`config.mk`:
```
export PLATFORM = sky130hd
export DESIGN_NAME = calib_conv
export DESIGN_NICKNAME = d
export VERILOG_FILES = /design/src/rtl/calib_pkg.sv /design/src/rtl/calib_trim_reg.sv /design/src/rtl/calib_divider.sv /design/src/rtl/calib_conv.sv
export SDC_FILE = /design/constraint.sdc
export NUM_CORES = 1
export LEC_CHECK = 0
export BUFFER_PORTS_ARGS = -buffer_cell sky130_fd_sc_hd__buf_2
export CAP_MARGIN = 20
export CORE_MARGIN = 4
export CORE_UTILIZATION = 30
export DETAILED_ROUTE_END_ITERATION = 6
export PLACE_DENSITY_LB_ADDON = 0.12
export SLEW_MARGIN = 20
export SYNTH_ARGS = -nofsm -noshare
export SYNTH_HDL_FRONTEND = slang
export SYNTH_HIERARCHICAL = 1
export SYNTH_SLANG_ARGS = --single-unit
```
`constraint.sdc`:
```
create_clock -name clk -period 15.16 [get_ports clk]
set_clock_uncertainty 0.1 [all_clocks]
set_input_delay 2.274 -clock clk [delete_from_list [all_inputs] [get_ports clk]]
set_output_delay 2.274 -clock clk [all_outputs]
set_load 0.02 [all_outputs]
```
`src/rtl/calib_pkg.sv`:
```
package calib_pkg;
  typedef enum logic [1:0] {
    MODE_FIXED   = 2'b00,
    MODE_TWO_PT  = 2'b01,
    MODE_ONE_PT  = 2'b10,
    MODE_FIXED_B = 2'b11
  } cal_mode_e;

  typedef enum logic [1:0] {
    ST_IDLE = 2'd0,
    ST_PREP = 2'd1,
    ST_DIV  = 2'd2
  } conv_state_e;
endpackage

```
`src/rtl/calib_trim_reg.sv`:
```
module calib_trim_reg #(
  parameter int TW = 8
) (
  input  logic            clk,
  input  logic            rst_n,
  input  logic            load,
  input  logic [2*TW-1:0] trim_word,
  input  logic [TW-1:0]   lim_lo,
  input  logic [TW-1:0]   lim_hi,
  input  logic [2*TW-1:0] dflt_word,
  output logic [TW-1:0]   e1,
  output logic [TW-1:0]   e2
);
  logic [TW-1:0] raw1, raw2, e1_nxt, e2_nxt;

  always_comb begin
    raw1   = trim_word[TW-1:0];
    raw2   = trim_word[2*TW-1:TW];
    e1_nxt = (raw1 == '0 || raw1 < lim_lo || raw1 > lim_hi) ? dflt_word[TW-1:0] : raw1;
    e2_nxt = (raw2 == '0) ? dflt_word[2*TW-1:TW] : raw2;
  end

  always_ff @(posedge clk) begin
    if (!rst_n) begin
      e1 <= '0;
      e2 <= '0;
    end else if (load) begin
      e1 <= e1_nxt;
      e2 <= e2_nxt;
    end
  end


  trim_hold_chk: assert property (@(posedge clk) disable iff (!rst_n)
    !load |=> ($stable(e1) && $stable(e2)));


  trim_e1_nonzero_chk: assert property (@(posedge clk) disable iff (!rst_n)
    (load && dflt_word[TW-1:0] != '0) |=> (e1 != '0));
endmodule

```
`src/rtl/calib_divider.sv`:
```
module calib_divider #(
  parameter int DW = 32
) (
  input  logic                 clk,
  input  logic                 rst_n,
  input  logic                 start,
  input  logic signed [DW-1:0] num,
  input  logic signed [DW-1:0] den,
  output logic                 done,
  output logic signed [DW-1:0] quot
);
  localparam int CW = $clog2(DW + 1);

  logic [DW:0]   rem;
  logic [DW-1:0] qreg, dmag, nmag_in, dmag_in;
  logic          neg, busy;
  logic [CW-1:0] cnt;
  logic [DW:0]   shifted;
  logic [DW+1:0] trial;

  always_comb begin
    nmag_in = num[DW-1] ? (~num + 1'b1) : num;
    dmag_in = den[DW-1] ? (~den + 1'b1) : den;
    shifted = {rem[DW-1:0], qreg[DW-1]};
    trial   = {1'b0, shifted} - {2'b00, dmag};
  end

  always_ff @(posedge clk) begin
    if (!rst_n) begin
      rem  <= '0;
      qreg <= '0;
      dmag <= '0;
      neg  <= 1'b0;
      busy <= 1'b0;
      cnt  <= '0;
      done <= 1'b0;
    end else begin
      done <= 1'b0;
      if (start) begin
        rem  <= '0;
        qreg <= nmag_in;
        dmag <= dmag_in;
        neg  <= num[DW-1] ^ den[DW-1];
        cnt  <= CW'(DW);
        busy <= 1'b1;
      end else if (busy) begin
        rem  <= trial[DW+1] ? shifted : trial[DW:0];
        qreg <= {qreg[DW-2:0], ~trial[DW+1]};
        cnt  <= cnt - 1'b1;
        if (cnt == CW'(1)) begin
          busy <= 1'b0;
          done <= 1'b1;
        end
      end
    end
  end

  assign quot = neg ? -$signed(qreg) : $signed(qreg);


  rem_bound_chk: assert property (@(posedge clk) disable iff (!rst_n)
    done |-> (rem < {1'b0, dmag}));


  no_restart_chk: assert property (@(posedge clk) disable iff (!rst_n)
    start |-> !busy);
endmodule

```
`src/rtl/calib_conv.sv`:
```
module calib_conv
  import calib_pkg::*;
#(
  parameter int W           = 16,
  parameter int TW          = 8,
  parameter bit RANGE_CHECK = 1'b1,
  parameter int CODE_LO     = 75,
  parameter int CODE_HI     = 175
) (
  input  logic                 clk,
  input  logic                 rst_n,
  input  logic [1:0]           cfg_mode,
  input  logic signed [TW-1:0] cfg_t1,
  input  logic signed [TW-1:0] cfg_t2,
  input  logic signed [TW-1:0] cfg_offset,
  input  logic [TW-1:0]        cfg_trim_min,
  input  logic [TW-1:0]        cfg_trim_max,
  input  logic [2*TW-1:0]      cfg_dflt_trim,
  input  logic                 trim_load,
  input  logic [2*TW-1:0]      trim_word,
  input  logic                 req_valid,
  output logic                 req_ready,
  input  logic                 req_dir,
  input  logic signed [W-1:0]  req_value,
  output logic                 res_valid,
  output logic signed [W-1:0]  res_value,
  output logic                 res_ok,
  output logic                 res_nodata,
  output logic                 res_bad_cal
);
  localparam int DW = 2 * W;
  localparam logic signed [W-1:0] LO_V = W'(CODE_LO);
  localparam logic signed [W-1:0] HI_V = W'(CODE_HI);

  conv_state_e         state;
  cal_mode_e           op_mode;
  logic                op_dir;
  logic signed [W-1:0] op_val;

  logic [TW-1:0]        e1, e2;
  logic signed [W-1:0]  e1s, e2s, t1s, t2s, offs;
  logic signed [W-1:0]  diff_a, diff_b, div_den, base, direct_val;
  logic signed [DW-1:0] num_x, den_x, quot;
  logic                 nodata, degenerate, div_start, div_done;

  calib_trim_reg #(.TW(TW)) u_trim (
    .clk(clk), .rst_n(rst_n), .load(trim_load), .trim_word(trim_word),
    .lim_lo(cfg_trim_min), .lim_hi(cfg_trim_max), .dflt_word(cfg_dflt_trim),
    .e1(e1), .e2(e2)
  );

  always_comb begin
    e1s  = {{(W-TW){1'b0}}, e1};
    e2s  = {{(W-TW){1'b0}}, e2};
    t1s  = {{(W-TW){cfg_t1[TW-1]}}, cfg_t1};
    t2s  = {{(W-TW){cfg_t2[TW-1]}}, cfg_t2};
    offs = {{(W-TW){cfg_offset[TW-1]}}, cfg_offset};
    if (!op_dir) begin
      diff_a  = op_val - t1s;
      diff_b  = e2s - e1s;
      div_den = t2s - t1s;
      base    = e1s;
    end else begin
      diff_a  = op_val - e1s;
      diff_b  = t2s - t1s;
      div_den = e2s - e1s;
      base    = t1s;
    end
    num_x = {{(DW-W){diff_a[W-1]}}, diff_a} * {{(DW-W){diff_b[W-1]}}, diff_b};
    den_x = {{(DW-W){div_den[W-1]}}, div_den};
    degenerate = (e1 == e2) || (cfg_t1 == cfg_t2);
    if (op_mode == MODE_ONE_PT)
      direct_val = op_dir ? (op_val - e1s + t1s) : (op_val + e1s - t1s);
    else
      direct_val = op_dir ? (op_val - offs) : (op_val + offs);
  end

  generate
    if (RANGE_CHECK) begin : g_range
      assign nodata = op_dir && (op_val < LO_V || op_val > HI_V);
    end else begin : g_no_range
      assign nodata = 1'b0;
    end
  endgenerate

  assign div_start = (state == ST_PREP) && (op_mode == MODE_TWO_PT) && !nodata && !degenerate;
  assign req_ready = (state == ST_IDLE);

  calib_divider #(.DW(DW)) u_div (
    .clk(clk), .rst_n(rst_n), .start(div_start), .num(num_x), .den(den_x),
    .done(div_done), .quot(quot)
  );

  always_ff @(posedge clk) begin
    if (!rst_n) begin
      state       <= ST_IDLE;
      op_mode     <= MODE_FIXED;
      op_dir      <= 1'b0;
      op_val      <= '0;
      res_valid   <= 1'b0;
      res_value   <= '0;
      res_ok      <= 1'b0;
      res_nodata  <= 1'b0;
      res_bad_cal <= 1'b0;
    end else begin
      res_valid <= 1'b0;
      case (state)
        ST_IDLE: if (req_valid) begin
          op_mode <= cal_mode_e'(cfg_mode);
          op_dir  <= req_dir;
          op_val  <= req_value;
          state   <= ST_PREP;
        end
        ST_PREP: begin
          if (nodata || (op_mode == MODE_TWO_PT && degenerate)) begin
            res_valid   <= 1'b1;
            res_value   <= '0;
            res_ok      <= 1'b0;
            res_nodata  <= nodata;
            res_bad_cal <= !nodata;
            state       <= ST_IDLE;
          end else if (op_mode == MODE_TWO_PT) begin
            state <= ST_DIV;
          end else begin
            res_valid   <= 1'b1;
            res_value   <= direct_val;
            res_ok      <= 1'b1;
            res_nodata  <= 1'b0;
            res_bad_cal <= 1'b0;
            state       <= ST_IDLE;
          end
        end
        ST_DIV: if (div_done) begin
          res_valid   <= 1'b1;
          res_value   <= $signed(quot[W-1:0]) + base;
          res_ok      <= 1'b1;
          res_nodata  <= 1'b0;
          res_bad_cal <= 1'b0;
          state       <= ST_IDLE;
        end
        default: state <= ST_IDLE;
      endcase
    end
  end


  accept_drops_ready_chk: assert property (@(posedge clk) disable iff (!rst_n)
    (req_valid && req_ready) |=> !req_ready);


  res_pulse_chk: assert property (@(posedge clk) disable iff (!rst_n)
    res_valid |=> !res_valid);


  ready_with_result_chk: assert property (@(posedge clk) disable iff (!rst_n)
    res_valid |-> req_ready);


  nodata_result_chk: assert property (@(posedge clk) disable iff (!rst_n)
    (res_valid && res_nodata) |-> (!res_ok && res_value == '0 && !res_bad_cal));


  bad_cal_result_chk: assert property (@(posedge clk) disable iff (!rst_n)
    (res_valid && res_bad_cal) |-> (!res_ok && res_value == '0));
endmodule

```
-- After elaboration in Yosys (flattened, before gate mapping)
Cells that the tools add are included.
- $lt $le $gt $ge: 4
- $mul: 1
- multiplexer cells: 44
- equality and inequality tests: 10
- reduce and logical (&&, ||, !) cells: 22
- bitwise logic cells: 6
- add/subtract/negate cells: 15
- operators by type and width (cell ; number):
    16-bit 2-to-1 mux ; 11
    32-bit 2-to-1 mux ; 5
    32-bit by 1-bit adder with 32-bit output, second input constant ; 2
    32-bit inverter ; 2
    16-bit by 8-bit subtractor with 16-bit output ; 3
    33-bit by 32-bit subtractor with 34-bit output ; 1
    16-bit by 8-bit adder with 16-bit output ; 2
    16-bit by 16-bit multiplier with 32-bit output ; 1
    16-bit one-hot mux with 2 select lines ; 1
    8-bit by 8-bit subtractor with 9-bit output ; 2
    16-bit adder ; 1
    16-bit by 9-bit adder with 16-bit output ; 1
    8-bit == test ; 2
    16-bit by 9-bit greater-than comparator with 1-bit output, second input constant ; 1
    8-bit logical NOT ; 2
    16-bit by 8-bit less-than comparator with 1-bit output, second input constant ; 1
    8-bit 2-to-1 mux ; 2
    16-bit negator ; 1
    16-bit by 9-bit subtractor with 16-bit output ; 1
    1-bit 2-to-1 mux ; 14
    6-bit 2-to-1 mux ; 2
    8-bit greater-than comparator ; 1
    8-bit less-than comparator ; 1
    2-bit 2-to-1 mux ; 4
    20 further kinds ; 38
- input bits: 95
- logic and storage cells: 121
- output and inout bits: 21
- register bits after elaboration: 162

-- Longest topological paths before layout
Gate-level depths: netlist (run 1).
- depth after elaboration: 7
- gate-level depth with buffers: 41
- depth with buffers taken out: 40

-- Modules after synthesis
The synthesis (run 1) kept the hierarchy.
- by module, submodules not included (module ; times used ; area an instance (sq um) ; seq. area each (sq um) ; cells each):
    calib_conv ; 1 ; 16607.2 ; 820.8 ; 2022
    calib_divider ; 1 ; 8072.7 ; 2102.0 ; 1045
    calib_trim_reg ; 1 ; 1058.5 ; 320.3 ; 121

-- Least setup slack after synthesis (run 1)
Ideal clock, no wire load.
- kind: input -> register
- start: input cfg_t1[7]
- end: register u_div.qreg[30]
- data arrival time: 11.170 ns
- data required time: 14.945 ns
- slack: 3.775 ns
- library setup time: 0.115 ns
- stages on the path: 35
- buffers on the path: 1
- cells stage by stage: inv_1 ha_1 fa_1 and3_1 a211o_1 mux2i_1 or4_1 and2_1 clkbuf_1 or2_2 fa_1 fa_1 inv_1 fa_1 inv_1 fa_1 fa_1 fa_1 inv_1 ha_1 nand2_1 o21bai_1 a21oi_1 nor2_1 a211oi_1 o221ai_1 o21bai_1 a21oi_1 xnor2_1 or4_1 or4_1 o31ai_1 xnor2_1 a21oi_1 nor2b_1
- word-level cells in the longest chain between the ends: 7
- elaborated cells on any way between the ends: 14
- those cells by class: 3 x add/sub; 1 x mul; 1 x eq/ne; 4 x mux; 1 x bitwise; 4 x reduce/logical
- ends and longest elaborated chain (what ; line ; source):
    start: declaration ; calib_conv.sv:13 ; input logic signed [TW-1:0] cfg_t1,
    16-bit by 8-bit subtractor with 16-bit output or 8-bit by 8-bit subtractor with 9-bit output (tied branches) ; calib_conv.sv:59, calib_conv.sv:65 ;
    16-bit 2-to-1 mux ; calib_conv.sv:58 ; if (!op_dir) begin
    16-bit by 16-bit multiplier with 32-bit output (*) ; calib_conv.sv:69 ; num_x = {{(DW-W){diff_a[W-1]}}, diff_a} * {{(DW-W){diff_b[W-1]}}, diff_b};
    named net num_x[26] ; calib_conv.sv:43 ; logic signed [DW-1:0] num_x, den_x, quot;
    32-bit inverter (*) ; calib_divider.sv:22 ; nmag_in = num[DW-1] ? (~num + 1'b1) : num;
    32-bit by 1-bit adder with 32-bit output (*) ; calib_divider.sv:22 ;
    32-bit 2-to-1 mux (*) ; calib_divider.sv:22 ;
    32-bit 2-to-1 mux (*) ; calib_divider.sv:39 ; if (start) begin
    end signal: assignment ; calib_divider.sv:41 ; qreg <= nmag_in;
    end signal: assignment ; calib_divider.sv:48 ; qreg <= {qreg[DW-2:0], ~trial[DW+1]};
    end: declaration ; calib_divider.sv:15 ; logic [DW-1:0] qreg, dmag, nmag_in, dmag_in;
The timed path passes the listed nets; every way through them passes the cells marked *.
A chain may end at the register's enable or synchronous reset.

-- Worst setup path in the final report (run 1)
Same ends and word-level chain as after synthesis.

==> flow_summary.ini, run 1 <==
[sta]
max_freq_mhz = 82.3
min_period_ns = 12.15
fin_tns_setup_ns = 0
period_share = 0.801
setup_ws_ns = 3.01
setup_viol = 0
rsz0062_at_grt = false
slew_headroom = 0.302
maxSlewViolCount = 0
hold_viol_final = 0
worst_pin_slew_ns = 1.04

[floorplan]
row_count = 106
die_x_um = 299
start_util = 0.303
fp.coreArea_sq_um = 83800
dieArea_sq_um = 89400
io_pins = 116
die_h_um = 299

[layout]
final_layout_size_suffix_gt1_frac = 0.0809
area_delta_synth_final_pct = 9.62
antennaDiodeCount = 0
layout.area.seq_sq_um = 3250
multiInputGateArea_sq_um = 20200
nFillCells = 9092
nets = 3802
finalNonFillerCells = 4346

[drt]
routed_wl_um = 80800
drt.antenna.violating_nets = 0
avgRoutedWirePerCell_um = 18.6
drtIter0Drc = 1306
remaining_drc_errors = 0
via_per_inst = 4.96
vias = 21500
drt_pass1_iterations = 6

[status]
status = completed

[clocking]
holdBufCountCts = 0
cts_resized = 0
post_cts_buffers = 0
h-tree-depth = 4
cts_tree = yes
clock_latency_ns = 0.51
cts_buffer_depth = 2
cts_made_buffers = 17
clk_pin_slew_worst_paths_ns = 0.06
root_buffer = clkbuf_16
cts.sinks = 162

[worst_hold_path]
hold_class = reg2reg

[logic_synthesis]
syn-num-nets = 3750
syn_inst = 3147
yosysWarnings = 6
synth.avg_cell_area_sq_um = 8.07
synthesis.area_sq_um = 25400

[grt]
grt_max_degree = 86
grt_pass1_wl_um = 128000
grt_pass1_vias = 21800
grt_util_all_layers = 0.184
overflow = 0
grt_antenna_before_repair = 1

[placement]
io_buffers = 115
place_inst = 4314
dp_hpwl_um = 66500
place_ws_ns = 2.48
routabilityCongestion = 0.876

[critical_path]
start_kind = input pin
cp_common_cell = fa_1
required_ns = 15.50
critPathCaptureType = flop
rrSetupSlack_ns = 4.35
arrival_ns = 12.49
worst-path-max-fanout = 15
critical_path_class = in2reg
slowest_delay_ns = 0.64
critPathSlowestCell = or4_1

[run]
cap_violations = 0
==> state kept, by name, summed over array words and instances, names as in the netlist <==
register	count
res_valid	1
op_dir	1
res_value	16
u_div/cnt	6
res_bad_cal	1
op_mode	2
u_div/neg	1
u_div/rem	32
u_trim/e2	8
res_nodata	1
state	2
u_div/busy	1
u_trim/e1	8
res_ok	1
u_div/qreg	32
op_val	16
u_div/done	1
u_div/dmag	32
==> cell usage in the layout (no fill, tap or decap), types with 41 or more instances in the layout <==
cell type	n
a21o_1	41
a21oi_1	201
a31oi_1	50
buf_2	115
dfxtp_1	160
fa_1	260
ha_1	248
inv_1	417
mux2i_1	41
nand2_1	293
nand2b_1	42
nor2_1	264
nor2b_1	50
nor3_1	62
o211a_1	42
o21ai_0	159
xnor2_1	140
xor2_1	88
==> routing by layer <==
layer	track usage	up-vias	routed length, um
li1	-	10800	-
met1	0.249	10400	38600
met4	0.0477	0	1600
met2	0.311	341	38000
met3	0.0224	52	2630
met5	0	-	0
==> final cells by class <==
cell class | instances | share of cell area
tap | 1134 | 0.0510
multi-input combinational | 2452 | 0.724
clock inverter | 11 | 0.00589
timing repair buffer | 146 | 0.0290
inverter | 420 | 0.0566
clock buffer | 21 | 0.0166
sequential | 162 | 0.117
==> stage by stage <==
| step | util | instance area (sq um) | hold slack (ns) |
|---|---|---|---|
| final | 0.332 | 27800 | 0.379 |
| after floorplan | - | 25400 | 0.353 |
| after global placement | 0.325 | 27200 | 0.362 |
| after global routing | 0.332 | 27800 | 0.388 |
| after CTS | 0.332 | 27800 | 0.382 |
| after detailed placement | 0.325 | 27200 | 0.367 |
==> critical path, delay by kind of cell <==
| kind | cells | cell delay [ns] |
|---|---|---|
| adder cells (fa/ha/maj) | 9 | 4.08 |
| XOR/XNOR | 2 | 0.31 |
| multiplexers | 1 | 0.12 |
| AO/OA/AOI/OAI | 9 | 1.97 |
| buffers and inverters | 5 | 0.89 |
| AND/OR/NAND/NOR | 9 | 2.83 |
==> final timing paths <==
check	end	depth (start not counted)	from
max	u_div/qreg[30]	35	cfg_t1[7]
min	u_div/dmag[5]	1	u_div/dmag[5]
max reg2reg	u_div/qreg[30]	36	op_val[0]
min reg2reg	u_div/dmag[5]	1	u_div/dmag[5]
Power of run 1 is not shown: default switching activity piles up to over one toggle a cycle in this logic, so the estimate is an artifact.
==> run 2, diff against run 1 <==
- clock period: 15.16 -> 12.2 ns (I/O delays scaled with it)
==> run 2 against run 1 <==
Wire length is 0.36% higher. Sequential share of layout area barely moved. Final cell count grew 0.32%. Critical path type unchanged.
==> flow_summary.ini, run 2 (synthesis gave the netlist of run 1 again) <==
[status]
status = completed

[floorplan]
die_x_um = 299
start_util = 0.303
io_pins = 116
row_count = 106
fp.coreArea_sq_um = 83800
dieArea_sq_um = 89400
die_h_um = 299

[placement]
routabilityCongestion = 0.835
dp_hpwl_um = 66900
io_buffers = 115
place_ws_ns = 0.395
place_inst = 4328

[layout]
nets = 3816
finalNonFillerCells = 4360
layout_commonest_cell = inv_1
nFillCells = 9145
reg_top3 = u_div/dmag: 32 flops, u_div/qreg: 32 flops, u_div/rem: 32 flops
area_delta_synth_final_pct = 9.97
final_cell_mix = inv_1 (417), nand2_1 (293), nor2_1 (264), fa_1 (260), ha_1 (248)
final_layout_size_suffix_gt1_frac = 0.0856
antennaDiodeCount = 0

[sta]
setup_ws_ns = 0.855
worst_pin_slew_ns = 1.01
max_freq_mhz = 88.1
hold_viol_final = 0
period_share = 0.930
setup_viol = 0
maxSlewViolCount = 0
rsz0062_at_grt = false
slew_headroom = 0.323
min_period_ns = 11.34
fin_tns_setup_ns = 0

[worst_hold_path]
min_to = u_div/dmag[30]
hold_start = u_div/dmag[30]
whs_path_depth = 1
hold_class = reg2reg

[grt]
grt_max_degree = 92
grt_pass1_vias = 21800
overflow = 0
grt_pass1_wl_um = 129000
grt_util_all_layers = 0.184
grt_antenna_before_repair = 0

[critical_path]
cp_common_cell = fa_1
critPathSlowestCell = or4_1
required_ns = 12.52
r2r-start = op_val[1]
worst-path-max-fanout = 5
reg2reg_depth = 35
slowest_delay_ns = 0.59
critPathCaptureType = flop
critical_path_class = in2reg
r2r-end = u_div/qreg[30]
worstSetupStartpoint = cfg_t1[0]
arrival_ns = 11.67
start_kind = input pin
rrSetupSlack_ns = 1.74

[drt]
via_per_inst = 4.97
avgRoutedWirePerCell_um = 18.6
vias = 21700
drt.antenna.violating_nets = 0
routed_wl_um = 81100
drtIter0Drc = 1233
remaining_drc_errors = 0
drt_pass1_iterations = 6

[clocking]
post_cts_buffers = 0
holdBufCountCts = 0
h-tree-depth = 4
cts_resized = 0
cts.sinks = 162
root_buffer = clkbuf_16
clock_latency_ns = 0.51
cts_buffer_depth = 2
clk_pin_slew_worst_paths_ns = 0.07
cts_made_buffers = 17
cts_tree = yes

[run]
cap_violations = 0
## run 2: cell count changes in the layout (fill, tap and decap cells not counted)
| cell | before | now |
|---|---|---|
| mux2i_1 | 41 | 42 |
| bufinv_16 | 3 | 2 |
| clkinv_2 | 0 | 1 |
| a2111oi_1 | 1 | 0 |
| clkbuf_1 | 3 | 0 |
| buf_4 | 31 | 45 |
| a2111oi_0 | 4 | 5 |
| inv_8 | 2 | 3 |
| mux2i_2 | 1 | 0 |
| clkinv_8 | 0 | 2 |
| clkinvlp_4 | 1 | 2 |
| clkbuf_16 | 18 | 17 |
## run 2: cell type report
class | count | area, sq um | area share
sequential | 162 | 3250 | 0.116
multi-input combinational | 2452 | 20200 | 0.722
clock buffer | 17 | 425 | 0.0152
inverter | 420 | 1580 | 0.0564
clock inverter | 15 | 190 | 0.00681
tap | 1134 | 1420 | 0.0508
timing repair buffer | 160 | 913 | 0.0327
## run 2: worst max-delay path: cells and delay by family
| kind | cells | cell delay (ns) |
|---|---|---|
| compound gates | 11 | 2.50 |
| xor+xnor | 2 | 0.33 |
| fa+ha+maj | 9 | 3.98 |
| buf+inv | 4 | 0.31 |
| mux | 1 | 0.08 |
| simple gates | 9 | 2.65 |
## run 2: worst max-delay path by stage
stage | endpoint | slack (ns)
floorplan | u_div/qreg[30] | 1.26
global placement | u_div/qreg[30] | 0.44
detailed placement | u_div/qreg[30] | 0.40
CTS | u_div/qreg[30] | 0.90
global route | u_div/qreg[30] | 0.21
finish | u_div/qreg[30] | 0.86
## run 2: routing by layer
metal | global-route usage | vias up | share of wire
li1 | - | 10800 | -
met1 | 0.255 | 10400 | 0.48
met2 | 0.310 | 410 | 0.47
met3 | 0.0208 | 48 | 0.039
met4 | 0.0379 | 0 | 0.015
met5 | 0 | - | 0
## run 2: metrics by stage
stage | area [sq um] | utilization | hold WS (ns)
after detailed placement | 27300 | 0.326 | 0.367
after global routing | 27900 | 0.333 | 0.398
after floorplan | 25400 | - | 0.353
after global placement | 27300 | 0.326 | 0.362
final | 27900 | 0.333 | 0.380
after CTS | 27900 | 0.333 | 0.384
Power of run 2 is left out for the same reason.
==> run 3, diff against run 2 <==
- clock period: 12.2 -> 10.35 ns (I/O delays scaled with it)
==> run 3 against run 2 <==
Wire length about the same. Critical path depth up 1. Core utilization is 2.3 points higher. Non-clock buffer count rose by 228. Hold slack better by 0.0030 ns. Highest routed layer is now met5.
==> flow_summary.ini, run 3 (synthesis gave the netlist of run 1 again) <==
[status]
status = completed

[sta]
slew_headroom = 0.383
setup_ws_ns = 0.232
rsz0062_at_grt = true
min_period_ns = 10.12
period_share = 0.978
worst_pin_slew_ns = 0.926
fin_tns_setup_ns = 0
max_freq_mhz = 98.8
maxSlewViolCount = 0
setup_viol = 0
hold_viol_final = 0

[critical_path]
cp_common_cell = fa_1
required_ns = 10.68
critical_path_class = in2reg
r2r-start = op_val[2]
start_kind = input pin
critPathCaptureType = flop
worstSetupStartpoint = cfg_t1[6]
worst-path-max-fanout = 5
crit_family = adder cells
r2r-end = u_div/qreg[30]
rrSetupSlack_ns = 0.69
cp_num_buf_inv = 6
critPathSlowestCell = or4_4
reg2reg_depth = 35
arrival_ns = 10.45
slowest_delay_ns = 0.54

[drt]
vias = 22400
drt.antenna.violating_nets = 0
via_per_inst = 4.87
routed_wl_um = 81200
drt_pass1_iterations = 5
drtIter0Drc = 1140
avgRoutedWirePerCell_um = 17.7
remaining_drc_errors = 0

[clocking]
cts_buffer_depth = 2
clock_latency_ns = 0.50
clk_pin_slew_worst_paths_ns = 0.08
cts_tree = yes
root_buffer = clkbuf_16
holdBufCountCts = 0
cts_made_buffers = 17
h-tree-depth = 4
cts.sinks = 162

[placement]
place_ws_ns = -0.429
io_buffers = 115
dp_hpwl_um = 68600
routabilityCongestion = 0.892
placed_area_sq_um = 29100

[grt]
grt_pass1_wl_um = 130000
grt_antenna_before_repair = 1
grt_max_degree = 92
grt_util_all_layers = 0.185
overflow = 0
grt_pass1_vias = 22700

[floorplan]
die_h_um = 299
fp.coreArea_sq_um = 83800
io_pins = 116
row_count = 106
dieArea_sq_um = 89400
die_x_um = 299
start_util = 0.303

[layout]
final_cell_mix = inv_1 (415), nand2_1 (292), buf_4 (268), nor2_1 (264), fa_1 (257)
final_layout_size_suffix_gt1_frac = 0.153
final_util = 0.356
reg_top3 = u_div/dmag: 32 flops, u_div/qreg: 32 flops, u_div/rem: 32 flops
layout_commonest_cell = inv_1
nets = 4044
area_delta_synth_final_pct = 17.4
antennaDiodeCount = 0
postLayoutCellArea_sq_um = 29800

[worst_hold_path]
min_to = u_div/dmag[29]
hold_start = u_div/dmag[29]
whs_path_depth = 1
hold_class = reg2reg

[run]
cap_violations = 0
==> run 3: timing repair <==
item	4_1_cts	5_1_grt
resized for setup	0	27
setup buffers	0	6
setup endpoints to repair	0	18
==> run 3: worst max-delay path by stage <==
stage | to | slack [ns] | cells after the start
finish | u_div/qreg[30] | 0.23 | 37
detailed placement | u_div/qreg[30] | -0.43 | 38
global placement | u_div/qreg[30] | -0.40 | 37
global route | u_div/qreg[30] | -0.19 | 37
CTS | u_div/qreg[30] | 0.06 | 38
floorplan | u_div/qreg[30] | 0.003 | 33
==> run 3: final cells by class <==
class                   count  area, sq um
clock buffers              17          425
clock inverters            15          178
fillers                  9045        54000
inverters                 420         1580
multi-input cells        2452        20300
flip-flops and latches    162         3250
well taps                1134         1420
repair buffers            388         2680
==> run 3: stage by stage <==
stage                     cells  hold WS, ns
after floorplan            3147        0.353
after global placement     4550        0.363
after detailed placement   4550        0.369
after CTS                  4582        0.387
after global routing       4588        0.396
final                      4588        0.383
==> run 3: worst register-to-register path: cells and delay by family, from the launching register on <==
| family | cells | cell delay, ns |
|---|---|---|
| compound gates | 11 | 1.99 |
| simple gates | 8 | 2.29 |
| xor+xnor | 3 | 0.42 |
| fa+ha+maj | 8 | 3.76 |
| flops | 1 | 0.62 |
| buf+inv | 5 | 0.38 |
==> run 3: routing by layer <==
layer / up-vias / global-route usage / part of all wire
li1: 11200 / - / -
met1: 10700 / 0.258 / 0.49
met2: 342 / 0.305 / 0.45
met3: 61 / 0.0201 / 0.031
met4: 2 / 0.0447 / 0.020
met5: - / 0 / 0.00016
Power of run 3 is left out for the same reason.
